File: src/rtl/bgm_pkg.sv
package bgm_pkg;
  parameter int unsigned PixW = 8;

  typedef logic [PixW-1:0] pix_t;

  typedef struct packed {
    logic vld;
    pix_t val;
  } cand_t;

  function automatic pix_t abs_diff(pix_t a, pix_t b);
    logic signed [PixW:0] d;
    d = $signed({1'b0, a}) - $signed({1'b0, b});
    return d[PixW] ? pix_t'(-d) : pix_t'(d);
  endfunction
endpackage

File: src/rtl/bgm_cand.sv
module bgm_cand
  import bgm_pkg::*;
(
  input  pix_t  cur_i,
  input  pix_t  prev_i,
  input  pix_t  ref_i,
  input  pix_t  tau_fd_i,
  input  pix_t  tau_bs_i,
  output cand_t fd_o,
  output cand_t bs_o
);
  always_comb begin
    fd_o.vld = abs_diff(cur_i, prev_i) <= tau_fd_i;
    fd_o.val = ref_i;
    bs_o.vld = abs_diff(cur_i, ref_i) <= tau_bs_i;
    bs_o.val = cur_i;
  end
endmodule

File: src/rtl/bgm_update.sv
module bgm_update
  import bgm_pkg::*;
#(
  parameter int unsigned RateShift = 10
) (
  input  cand_t fd_i,
  input  cand_t bs_i,
  input  pix_t  bg_old_i,
  input  logic  loaded_i,
  input  pix_t  cur_i,
  input  pix_t  tau_upd_i,
  output pix_t  bg_new_o
);
  localparam int unsigned W = PixW + 2;
  localparam logic signed [W-1:0] MaxPix = W'((1 << PixW) - 1);

  logic [PixW:0]        sum;
  pix_t                 mean;
  logic                 any_vld;
  logic signed [W-1:0]  diff, step, nxt;

  always_comb begin
    sum     = {1'b0, fd_i.val} + {1'b0, bs_i.val};
    any_vld = fd_i.vld | bs_i.vld;
    unique case ({fd_i.vld, bs_i.vld})
      2'b11:   mean = sum[PixW:1];  // shift-add mean
      2'b10:   mean = fd_i.val;
      default: mean = bs_i.val;
    endcase
    diff = $signed({2'b00, mean}) - $signed({2'b00, bg_old_i});
    step = diff >>> RateShift;
    nxt  = $signed({2'b00, bg_old_i}) + step;
    if (!loaded_i)                                            bg_new_o = cur_i;
    else if (!any_vld || abs_diff(mean, bg_old_i) > tau_upd_i) bg_new_o = bg_old_i;
    else if (nxt < 0)                                         bg_new_o = '0;
    else if (nxt > MaxPix)                                    bg_new_o = '1;
    else                                                      bg_new_o = nxt[PixW-1:0];
  end
endmodule

File: src/rtl/bgm_bank.sv
module bgm_bank
  import bgm_pkg::*;
#(
  parameter int unsigned Depth = 16,
  parameter int unsigned AddrW = $clog2(Depth)
) (
  input  logic             clk_i,
  input  logic             rst_ni,
  input  logic [AddrW-1:0] rd_addr_i,
  output pix_t             rd_bg_o,
  output logic             rd_loaded_o,
  input  logic             wr_en_i,
  input  logic [AddrW-1:0] wr_addr_i,
  input  pix_t             wr_bg_i
);
  pix_t bg_q [Depth];
  logic ld_q [Depth];

  always_ff @(posedge clk_i or negedge rst_ni) begin
    if (!rst_ni) begin
      for (int i = 0; i < int'(Depth); i++) begin
        bg_q[i] <= '0;
        ld_q[i] <= 1'b0;
      end
    end else if (wr_en_i) begin
      bg_q[wr_addr_i] <= wr_bg_i;
      ld_q[wr_addr_i] <= 1'b1;
    end
  end

  assign rd_bg_o     = bg_q[rd_addr_i];
  assign rd_loaded_o = ld_q[rd_addr_i];
endmodule

File: src/rtl/bg_model_pipe.sv
module bg_model_pipe
  import bgm_pkg::*;
#(
  parameter int unsigned Depth     = 16,
  parameter int unsigned AddrW     = $clog2(Depth),
  parameter int unsigned RateShift = 10
) (
  input  logic             clk_i,
  input  logic             rst_ni,
  input  logic             pix_valid_i,
  output logic             pix_ready_o,
  input  logic [AddrW-1:0] pix_addr_i,
  input  logic [PixW-1:0]  cur_i,
  input  logic [PixW-1:0]  prev_i,
  input  logic [PixW-1:0]  ref_i,
  input  logic [PixW-1:0]  tau_fd_i,
  input  logic [PixW-1:0]  tau_bs_i,
  input  logic [PixW-1:0]  tau_upd_i,
  output logic             out_valid_o,
  output logic [PixW-1:0]  bg_o,
  output logic [PixW-1:0]  motion_o
);
  logic  fire;
  cand_t fd_c, bs_c;

  // stage 1
  logic             s1_vld;
  logic [AddrW-1:0] s1_addr;
  pix_t             s1_cur, s1_tau;
  cand_t            s1_fd, s1_bs;

  // stage 2
  pix_t bg_old, bg_new;
  logic loaded;
  logic s2_vld;
  pix_t s2_cur, s2_bg;

  assign fire = pix_valid_i & pix_ready_o;

  always_ff @(posedge clk_i or negedge rst_ni) begin
    if (!rst_ni) pix_ready_o <= 1'b0;
    else         pix_ready_o <= 1'b1;
  end

  bgm_cand i_cand (
    .cur_i   (cur_i),
    .prev_i  (prev_i),
    .ref_i   (ref_i),
    .tau_fd_i(tau_fd_i),
    .tau_bs_i(tau_bs_i),
    .fd_o    (fd_c),
    .bs_o    (bs_c)
  );

  always_ff @(posedge clk_i or negedge rst_ni) begin
    if (!rst_ni) begin
      s1_vld  <= 1'b0;
      s1_addr <= '0;
      s1_cur  <= '0;
      s1_tau  <= '0;
      s1_fd   <= '0;
      s1_bs   <= '0;
    end else begin
      s1_vld <= fire;
      if (fire) begin
        s1_addr <= pix_addr_i;
        s1_cur  <= cur_i;
        s1_tau  <= tau_upd_i;
        s1_fd   <= fd_c;
        s1_bs   <= bs_c;
      end
    end
  end

  // read and write of the bank sit in the same stage: no forwarding needed
  bgm_bank #(.Depth(Depth), .AddrW(AddrW)) i_bank (
    .clk_i      (clk_i),
    .rst_ni     (rst_ni),
    .rd_addr_i  (s1_addr),
    .rd_bg_o    (bg_old),
    .rd_loaded_o(loaded),
    .wr_en_i    (s1_vld),
    .wr_addr_i  (s1_addr),
    .wr_bg_i    (bg_new)
  );

  bgm_update #(.RateShift(RateShift)) i_update (
    .fd_i     (s1_fd),
    .bs_i     (s1_bs),
    .bg_old_i (bg_old),
    .loaded_i (loaded),
    .cur_i    (s1_cur),
    .tau_upd_i(s1_tau),
    .bg_new_o (bg_new)
  );

  always_ff @(posedge clk_i or negedge rst_ni) begin
    if (!rst_ni) begin
      s2_vld <= 1'b0;
      s2_cur <= '0;
      s2_bg  <= '0;
    end else begin
      s2_vld <= s1_vld;
      if (s1_vld) begin
        s2_cur <= s1_cur;
        s2_bg  <= bg_new;
      end
    end
  end

  // stage 3
  always_ff @(posedge clk_i or negedge rst_ni) begin
    if (!rst_ni) begin
      out_valid_o <= 1'b0;
      bg_o        <= '0;
      motion_o    <= '0;
    end else begin
      out_valid_o <= s2_vld;
      if (s2_vld) begin
        bg_o     <= s2_bg;
        motion_o <= abs_diff(s2_cur, s2_bg);
      end
    end
  end
endmodule

File: config.mk
export PLATFORM = sky130hd
export DESIGN_NAME = bg_model_pipe
export DESIGN_NICKNAME = d
export VERILOG_FILES = /design/src/rtl/bgm_pkg.sv /design/src/rtl/bgm_cand.sv /design/src/rtl/bgm_update.sv /design/src/rtl/bgm_bank.sv /design/src/rtl/bg_model_pipe.sv
export SDC_FILE = /design/constraint.sdc
export NUM_CORES = 1
export LEC_CHECK = 0
export BUFFER_PORTS_ARGS = -buffer_cell sky130_fd_sc_hd__buf_2
export CORE_UTILIZATION = 40
export DETAILED_ROUTE_END_ITERATION = 16
export SLEW_MARGIN = 25
export SYNTH_ARGS = -nofsm -noshare
export SYNTH_HDL_FRONTEND = slang
export SYNTH_SLANG_ARGS = --single-unit
File: constraint.sdc
create_clock -name clk_i -period 13.8 [get_ports clk_i]
set_input_delay 0 -clock clk_i [delete_from_list [all_inputs] [get_ports clk_i]]
set_output_delay 0 -clock clk_i [all_outputs]
set_load 0.005 [all_outputs]
==> results.py <==
metrics = {
    "timing": {
        "rsz0062_at_grt": "false",
        "layout_setup_ws_ns": 6.286,
        "fin_crit_ns": 7.514,
        "final-hold-violation-count": 0,
        "finalSetupTns_ns": 0,
        "max_freq_ghz": 0.1331,
        "post-route-period-util_pct": 54.45,
        "finalSetupViolations": 0,
        "drv_slew": 0,
        "whs_ns": 0.05041,
        "fin_skew_ns": 0.01487,
        "worst_slew_pin_slew_ns": 1.065,
        "max_slew_margin_pct": 28.08,
    },
    "yosys": {
        "seq_area_frac_synth_pct": 43.39,
        "async_flop_share_pct": 100.0,
        "syn-num-nets": 1375,
        "synthCells": 1247,
        "ys_ff_latch": 210,
        "synthDistinctLibCells": 75,
        "synth-edff-count": 0,
        "ys_warn_count": 0,
        "yosys_most_used_dff": "dfrtp_1",
        "synth.avg_cell_area_um2": 9.712,
        "syn_area_um2": 12110,
    },
    "finish": {
        "fin_cells": 1730,
        "layout.nets": 1451,
        "design_area_um2": 13750,
        "nFillCells": 2783,
        "diodes": 0,
        "syn_to_final_growth_pct": 13.54,
        "post-route-util_pct": 46.27,
        "drive_gt1_share_pct": 16.49,
    },
    "placed_design": {
        "dp_slack_ns": 6.369,
        "dp_cells": 1659,
        "place.gp.congestion": 0.8858,
        "port_buffers": 72,
        "place_hpwl_um": 20610,
        "place_area_um2": 12710,
    },
    "drt": {
        "antenna_left": 0,
        "via_per_inst": 5.176,
        "detail_route.wl_per_cell_um": 16.59,
        "dr.pass1.iters": 5,
        "drtIter0Drc": 664,
        "drc_errors": 0,
        "route.vias.total": 8955,
        "drt-total-wl_um": 28710,
    },
    "worst_setup_path": {
        "worstRegToRegCells": 20,
        "cp_num_buf_inv": 3,
        "critPathSlowestCell": "a41oi_1",
        "cp.required_ns": 14.14,
        "crit_path_start_kind": "flop",
        "worstSetupPathDepth": 20,
        "cp_cell_sequence": "buf_4 -> mux4_2 -> nand2_1 -> nand4_1 -> inv_1 -> ha_1 -> a21oi_1 -> o21ai_0 -> a41oi_1 -> o41ai_1 -> xnor2_1 -> ha_1 -> a21o_1 -> a211oi_1 -> inv_1 -> o31a_1 -> a2111oi_0 -> a221oi_1 -> a22oi_2 -> a21oi_1",
        "critical_path_class": "reg2reg",
        "critical_path.top_delay_family": "compound AO/OA/AOI/OAI gates",
        "cp_slowest_stage_delay_ns": 0.82,
        "end_kind": "flop",
        "crit_fanout": 46,
        "critPathArrivalTime_ns": 7.86,
    },
    "global_route": {
        "grt_pass1_wl_um": 47750,
        "grt_max_degree": 87,
        "gr-total-overflow": 0,
        "grt_usage_pct": 19.35,
        "antenna_found_initial": 0,
        "grt_pass1_vias": 9109,
    },
    "clocking": {
        "cts_tree": "yes",
        "cts_max_level": 1,
        "cts-root-buf": "clkbuf_16",
        "clock_sinks": 210,
        "clockBufferDepth": 3,
        "clkTransAtPathRegs_ns": 0.06,
        "cts_made_buffers": 23,
        "clkLatencyLatePin_ns": 0.51,
    },
    "power_and_ir_drop": {
        "ir_worst_vdd_uv": 214.9,
        "p_total_mw": 3.672,
        "p_leak_nw": 6.286,
        "power_density_nw_per_um2": 267.0,
    },
    "floorplanning": {
        "dieHeight_um": 176,
        "dieWidth_um": 176,
        "rows": 63,
        "core_area_um2": 29720,
        "ioPinCount": 73,
        "die-area_um2": 30980,
        "start_util_pct": 40.75,
    },
    "min_path": {
        "hold_depth": 5,
        "hp-class": "in2reg",
    },
    "outcome": {
        "status": "finished, final reports clean",
    },
    "run": {
        "timing.max_cap.violations": 0,
    },
}
==> synth_stat cells (3+ instances only) <==
library cell | number | area, um^2
nand2b_1 | 21 | 131.4
nor2_1 | 115 | 431.7
o31ai_1 | 8 | 60.06
a21o_1 | 17 | 127.6
a31oi_1 | 4 | 25.02
nand3_1 | 16 | 80.08
buf_1 | 5 | 18.77
fa_1 | 5 | 100.1
mux4_2 | 27 | 608.1
o21ai_2 | 18 | 157.7
buf_6 | 4 | 45.04
or3_1 | 3 | 18.77
nand2_1 | 159 | 596.8
a21oi_1 | 109 | 545.5
buf_2 | 11 | 55.05
a21oi_2 | 4 | 35.03
clkbuf_1 | 32 | 120.1
mux2i_1 | 27 | 270.3
nor3_1 | 9 | 45.04
o21ai_1 | 9 | 45.04
ha_1 | 68 | 850.8
and2_1 | 4 | 25.02
mux2_2 | 31 | 349.1
o21bai_1 | 11 | 82.58
a211oi_1 | 3 | 22.52
dfrtp_1 | 210 | 5255
o31a_1 | 3 | 26.28
o21ai_0 | 93 | 465.5
o21a_1 | 3 | 22.52
inv_1 | 75 | 281.5
xnor2_1 | 41 | 359.1
nand4_1 | 6 | 37.54
nor4_1 | 7 | 43.79
inv_2 | 3 | 11.26
a22oi_1 | 11 | 82.58
xor2_1 | 11 | 96.34
and3_1 | 5 | 31.28
nor2b_1 | 13 | 81.33
==> cells by family (layout without fill, tap and decap cells) <==
| logic type | count (synthesis) | after routing | share of synthesized area (%) |
|---|---|---|---|
| DFF | 210 | 210 | 43.39 |
| buffers and inverters | 139 | 232 | 5.197 |
| and+or+nand+nor | 374 | 374 | 13.81 |
| xor gates and xnor gates | 52 | 52 | 3.761 |
| adders and majority gates | 73 | 73 | 7.852 |
| AOI/OAI and AO/OA | 311 | 311 | 15.45 |
| muxes | 87 | 87 | 10.51 |
| other | 1 | 1 | 0.03097 |
==> routing by layer <==
metal  track usage, %  part of all wire [%]
met3            2.196                   4.2
met2            31.18                    45
met1            27.84                    49
met5                0                     0
met4            4.638                   1.7
==> area by class of cell <==
type	count	area, um^2	area share, %
clock buffer	29	618.1	4.495
clock inverter	13	126.4	0.9190
inverter	82	312.8	2.275
multi-input combinational	898	6237	45.36
sequential	210	5256	38.23
tap	390	488.0	3.549
timing repair buffer	108	711.9	5.177
==> worst register-to-register path: cells and delay by family (launching register included) <==
kind | cells | cell delay [ns]
compound gates | 11 | 3.93
mux | 1 | 0.61
simple gates | 2 | 0.42
fa+ha+maj | 2 | 0.63
buf+inv | 3 | 1.03
xor+xnor | 1 | 0.20
flops | 1 | 0.52
==> flip-flops by register name, indices dropped and copies added, names as in the netlist, 4 cells and up <==
register and flops:
s2_cur 8, s1_fd 9, s2_bg 8, s1_addr 4, i_bank.ld_q 16, bg_o 8
i_bank.bg_q 128, motion_o 8, s1_bs 9, s1_tau 8
==> cell usage in the layout (no fill, tap or decap), types with 23 or more instances in the layout <==
cell type and count:
a21oi_1 109, buf_2 71, clkbuf_16 23, dfrtp_1 209
dlygate4sd3_1 29, ha_1 68, inv_1 75, mux2_2 31
mux2i_1 27, mux4_2 27, nand2_1 159, nor2_1 115
o21ai_0 93, xnor2_1 41
==> final timing paths <==
check,from,to,slack (ns)
min in group asynchronous,rst_ni,i_bank.bg_q[118],0.11
worst max-delay path,s1_addr[0],i_bank.bg_q[52],6.29
worst min-delay path,tau_fd_i[7],s1_fd[8],0.05
worst max register to register,s1_addr[0],i_bank.bg_q[52],6.29
worst min register to register,s1_vld,s2_vld,0.40
max in group asynchronous,rst_ni,s1_addr[0],12.25
==> what timing repair did <==
item	in CTS	in global routing
setup buffers	0	0
resized for setup	0	0
hold buffers	29	0
endpoints found under the hold margin	112	0
==> power by group <==
group | internal [mW] | switching (mW)
sequential | 0.857 | 0.152
clock | 0.356 | 0.248
combinational | 0.780 | 1.28
total | 1.99 | 1.68
Power figures use the tool's default switching activity.
